<file path="src/rtl/strap_pkg.sv">
// Package: shared widths, the decoded frequency type and the strap decode.
// Assumes straps are ordered {C,B,A} with A in bit 0.
package strap_pkg;
    localparam int FS_W = 3;

    typedef enum logic [2:0] {
        FREQ_100  = 3'd0,
        FREQ_133  = 3'd1,
        FREQ_166  = 3'd2,
        FREQ_200  = 3'd3,
        FREQ_NONE = 3'd7
    } cpu_freq_e;

    // Maps a strap code to its frequency; codes outside the table give FREQ_NONE.
    function automatic cpu_freq_e decode_fs(input logic [FS_W-1:0] code);
        case (code)
            3'b101:  return FREQ_100;
            3'b001:  return FREQ_133;
            3'b011:  return FREQ_166;
            3'b010:  return FREQ_200;
            default: return FREQ_NONE;
        endcase
    endfunction
endpackage

</file>
<file path="src/rtl/pg_sync.sv">
// Module: multi-flop synchronizer for one asynchronous level.
// Assumes the input is a slow level. Reset loads the inactive value RST_VAL.
module pg_sync #(
    parameter int   STAGES  = 2,
    parameter logic RST_VAL = 1'b1
) (
    input  logic clk,
    input  logic rst_n,
    input  logic din,
    output logic dout
);
    logic [STAGES-1:0] chain_q;

    // Shift the level through the chain one stage per clock.
    always_ff @(posedge clk) begin
        if (!rst_n) chain_q <= {STAGES{RST_VAL}};
        else        chain_q <= {chain_q[STAGES-2:0], din};
    end

    assign dout = chain_q[STAGES-1];
endmodule

</file>
<file path="src/rtl/strap_freq_decode.sv">
// Module: pure combinational decode of the held strap code.
// Assumes the code is already registered, so its output is glitch-free.
module strap_freq_decode
    import strap_pkg::*;
(
    input  logic [FS_W-1:0] code,
    output cpu_freq_e       freq,
    output logic            valid
);
    // Table lookup plus a validity flag.
    always_comb begin
        freq  = decode_fs(code);
        valid = (freq != FREQ_NONE);
    end
endmodule

</file>
<file path="src/rtl/strap_capture.sv">
// Module: one-shot capture of the straps on the first synchronized power-good low.
// Assumes pg_n_sync is synchronous to clk. Only rst_n re-arms the one-shot.
module strap_capture
    import strap_pkg::*;
(
    input  logic            clk,
    input  logic            rst_n,
    input  logic            pg_n_sync,
    input  logic [FS_W-1:0] fs_live,
    input  logic            clkreq_live,
    input  logic            test_live,
    output logic [FS_W-1:0] fs_q,
    output logic            clkreq_q,
    output logic            test_q,
    output logic            cap_q
);
    // Fire once, then hold; in test mode keep reloading the straps.
    always_ff @(posedge clk) begin
        if (!rst_n) begin
            fs_q     <= '0;
            clkreq_q <= 1'b0;
            test_q   <= 1'b0;
            cap_q    <= 1'b0;
        end else if (!cap_q) begin
            if (!pg_n_sync) begin
                cap_q    <= 1'b1;
                fs_q     <= fs_live;
                clkreq_q <= clkreq_live;
                test_q   <= test_live;
            end
        end else if (test_q) begin
            fs_q     <= fs_live;
            clkreq_q <= clkreq_live;
        end
    end
endmodule

</file>
<file path="src/rtl/strap_latch_top.sv">
// Module: top of the strap capture. It chains sync, capture and decode.
// Assumes straps are stable around the capture edge. Decoded outputs stay neutral until capture.
module strap_latch_top
    import strap_pkg::*;
#(
    parameter int SYNC_STAGES = 2
) (
    input  logic       clk,
    input  logic       rst_n,
    input  logic       pwrgd_n,
    input  logic       fs_a,
    input  logic       fs_b,
    input  logic       fs_c,
    input  logic       clkreq_sel,
    input  logic       test_sel,
    output logic [2:0] cpu_fs_code,
    output logic [2:0] freq_code,
    output logic       freq_bad,
    output logic       clkreq_as_out,
    output logic       test_mode,
    output logic       captured
);
    logic            pg_n_s;
    logic [FS_W-1:0] fs_q;
    cpu_freq_e       freq;
    logic            freq_ok;

    pg_sync #(.STAGES(SYNC_STAGES), .RST_VAL(1'b1)) u_sync (
        .clk  (clk),
        .rst_n(rst_n),
        .din  (pwrgd_n),
        .dout (pg_n_s)
    );

    strap_capture u_cap (
        .clk        (clk),
        .rst_n      (rst_n),
        .pg_n_sync  (pg_n_s),
        .fs_live    ({fs_c, fs_b, fs_a}),
        .clkreq_live(clkreq_sel),
        .test_live  (test_sel),
        .fs_q       (fs_q),
        .clkreq_q   (clkreq_as_out),
        .test_q     (test_mode),
        .cap_q      (captured)
    );

    strap_freq_decode u_dec (
        .code (fs_q),
        .freq (freq),
        .valid(freq_ok)
    );

    // Hide the decode until capture, then flag codes outside the table.
    always_comb begin
        cpu_fs_code = fs_q;
        freq_code   = captured ? freq : FREQ_NONE;
        freq_bad    = captured & ~freq_ok;
    end
endmodule

</file>
<file path="config.mk">
export PLATFORM = sky130hd
export DESIGN_NAME = strap_latch_top
export DESIGN_NICKNAME = d
export VERILOG_FILES = /design/src/rtl/strap_pkg.sv /design/src/rtl/pg_sync.sv /design/src/rtl/strap_freq_decode.sv /design/src/rtl/strap_capture.sv /design/src/rtl/strap_latch_top.sv
export SDC_FILE = /design/constraint.sdc
export NUM_CORES = 1
export LEC_CHECK = 0
export BUFFER_PORTS_ARGS = -buffer_cell sky130_fd_sc_hd__buf_2
export CORE_AREA = 2 2 39 41
export DETAILED_ROUTE_END_ITERATION = 12
export DIE_AREA = 0 0 41 43
export HOLD_SLACK_MARGIN = 0.02
export SLEW_MARGIN = 15
export SYNTH_ARGS = -nofsm -noshare
export SYNTH_HDL_FRONTEND = slang
export SYNTH_SLANG_ARGS = --single-unit
</file>
<file path="constraint.sdc">
create_clock -name clk -period 3.27 [get_ports clk]
set_clock_uncertainty 0.2 [all_clocks]
set_input_delay 0.1635 -clock clk [delete_from_list [all_inputs] [get_ports clk]]
set_output_delay 0.1635 -clock clk [all_outputs]
set_load 0.03 [all_outputs]
</file>
==> impl_results.md <==
- HP Class: flop to flop
- Fin. Hold Viols: 0
- WL final: 672 um
- Detail Route Antenna Nets: 0
- IO Pins: 18
- Post-synthesis instance total: 38
- RSZ-0062 raised after global routing: false
- Max Freq: 629.3 MHz
- Starting density of the core: 25.59%
- Die Wd: 41 um
- Max Cap Viol: 0
- Largest area contributor in the netlist: dfxtp_1
- Fin crit share: 48.59%
- Hold depth: 1
- Setup slack, reg-to-reg: 2.03 ns
- Nets: 75
- Power share of the sequential group: 49.0%
- CORE AREA: 0.001384 mm2
- CTS Hold Bufs: 8
- GPL Wtd Cong: 0.5470
- Clock Power Share: 31.0%
- CP startpoint kind: input port
- First-pass GRT wire length: 924 um
- Area contributors post-synth: dfxtp_1 (45%), mux2i_1 (11%), nand2_1 (9.5%)
- Iter 0 DRT Violations: 3
- Clk slew on worst S/H paths: 0.05 ns
- Total Routing Usage GR: 8.359%
- Num Clock Sinks: 8
- Total gr overflow: 0
- Synthesized flop and latch total: 8
- Register area share after synthesis: 45.23%
- Routed WL per cell: 8.296 um
- Rel. slew slack: 83.50%
- Vias in the first global route: 253
- Peak VDD IR: 0.0001730 V
- Required time of the critical path: 3.20 ns
- Largest net degree at the start of global routing: 13
- CTS tree: yes
- DRT Pass-1 Iters: 4
- Post-synthesis cell type count: 16
- Synth Cell Area: 354.1 um2
- Yosys top cell area share: 45.23%
- Initial antenna violation count: 0
- CTS Buf Count: 3
- Depth of the most critical reg-to-reg path: 3
- Slew Limit Fails: 0
- CTS HTree Levels: 1
- Gate power share: 20.0%
- Area delta synth->final: 57.24%
- Clock root buffer: clkbuf_4
- Crit Path Class: input port to flop
- Final setup viols: 0
- Clock latency on the worst-skew pair: 0.24 ns
- P per Cell Area: 398.0 mW/mm2
- Setup_tns: 0 ns
- Synthesized area per cell: 9.318 um2
- Ys Warns: 0
- Net Switching: 0.00005529 W
- Syn Nets: 46
- Vias per cell: 4.136
- Die Y: 43 um
- Least-Margin Pin Slew: 0.2472 ns
- Drt drc: 0
- Status: complete, no violations
- Fin crit period: 1.589 ns
- Static leakage power: 0.2493 nW
- CTS Buffer Depth: 2
- Post-CTS Setup Repair Bufs: 0
- DIE AREA: 0.001763 mm2
- Layout cells sized above 1: 36.92%
- Final hold slack: 0.2026 ns
- Net Sw Frac: 24.95%
- Post-CTS sizing: 0
- Via count: 335
- Port Buf Inserts: 17
- Antenna Cells: 0
- Post-route setup slack: 1.681 ns
- Power Internal: 0.0001663 W
- Crit path DAT: 1.52 ns
- Site Rows: 14
- CP max FO: 12
- Pre-CTS setup slack: 2.024 ns
- Worst setup EP type: flop
==> routing by layer <==
metal / global-route usage, % / vias to the layer above / share of wire, %
li1: - / 180 / -
met1: 7.143 / 140 / 45
met2: 12.50 / 13 / 44
met3: 4.712 / 2 / 9.1
met4: 8.000 / 0 / 1.5
met5: 0 / - / 0
==> worst max-delay path, stage by stage <==
cell and delay (ns):
dlygate4sd3_1 0.52, buf_2 0.21, nand2b_1 0.08, dlygate4sd3_1 0.55
==> cell families (layout without fill, tap and decap cells) <==
kind of cell / after synthesis / after routing / synth area share (%)
AO/OA/AOI/OAI: 5 / 5 / 12.37
AND/OR/NAND/NOR: 18 / 18 / 26.15
flip-flops: 8 / 8 / 45.23
buffers and inverters: 2 / 29 / 2.471
XOR/XNOR: 1 / 1 / 2.474
multiplexers: 4 / 4 / 11.31
==> cell type report <==
cell class,count,area (um2)
Fill cell,155,827.0
Multi-Input combinational cell,28,185.2
Timing Repair Buffer,25,165.2
Sequential cell,8,160.2
Clock buffer,3,22.52
Tap cell,16,20.02
Inverter,1,3.754
==> power groups by stage <==
stage	combinational, W	clock, W	sequential (W)
after floorplan	0.0000184	0	0.000118
after global routing	0.0000481	0.0000783	0.000109
after CTS	0.0000450	0.0000724	0.000108
final	0.0000444	0.0000687	0.000109
after detailed placement	0.0000379	0	0.000110
after global placement	0.0000374	0	0.000110
==> cells in the mapped netlist <==
library cell,instances
buf_2,1
nand2b_1,4
o21ai_0,1
nand3_1,1
nand3b_1,1
mux2i_1,4
inv_2,1
a21boi_0,2
nand2_1,9
xor2_1,1
a21oi_4,1
a21o_1,1
dfxtp_1,8
and2b_4,1
nor2_1,1
and3_2,1
==> flip-flops by register name, indices dropped and copies added, names as in the netlist <==
| signal | flops |
|---|---|
| u_cap.clkreq_q | 1 |
| u_cap.cap_q | 1 |
| u_cap.test_q | 1 |
| u_cap.fs_q | 3 |
| u_sync.chain_q | 2 |
==> layout by cell type (no fill, tap or decap), types with 2 or more instances in the layout <==
cell type	instances
a21boi_0	2
clkbuf_4	3
dfxtp_1	8
buf_2	17
nand2_1	9
dlygate4sd3_1	8
mux2i_1	4
nand2b_1	4
==> worst paths after layout <==
kind | start | end
setup / recovery | rst_n | u_sync.chain_q[0]
hold / removal | u_sync.chain_q[0] | u_sync.chain_q[1]
setup reg to reg | u_cap.cap_q | u_cap.fs_q[0]
hold reg to reg | u_sync.chain_q[0] | u_sync.chain_q[1]
==> stage by stage <==
| step | utilization (%) | cell area [um2] | std cells | power, W |
|---|---|---|---|---|
| after floorplan | - | 354.1 | 38 | 0.0001365 |
| after global placement | 32.82 | 454.2 | 70 | 0.0001478 |
| after detailed placement | 32.82 | 454.2 | 70 | 0.0001483 |
| after CTS | 40.24 | 556.8 | 81 | 0.0002259 |
| after global routing | 40.24 | 556.8 | 81 | 0.0002354 |
| final | 40.24 | 556.8 | 81 | 0.0002216 |
(Power assumes the default switching activity.)
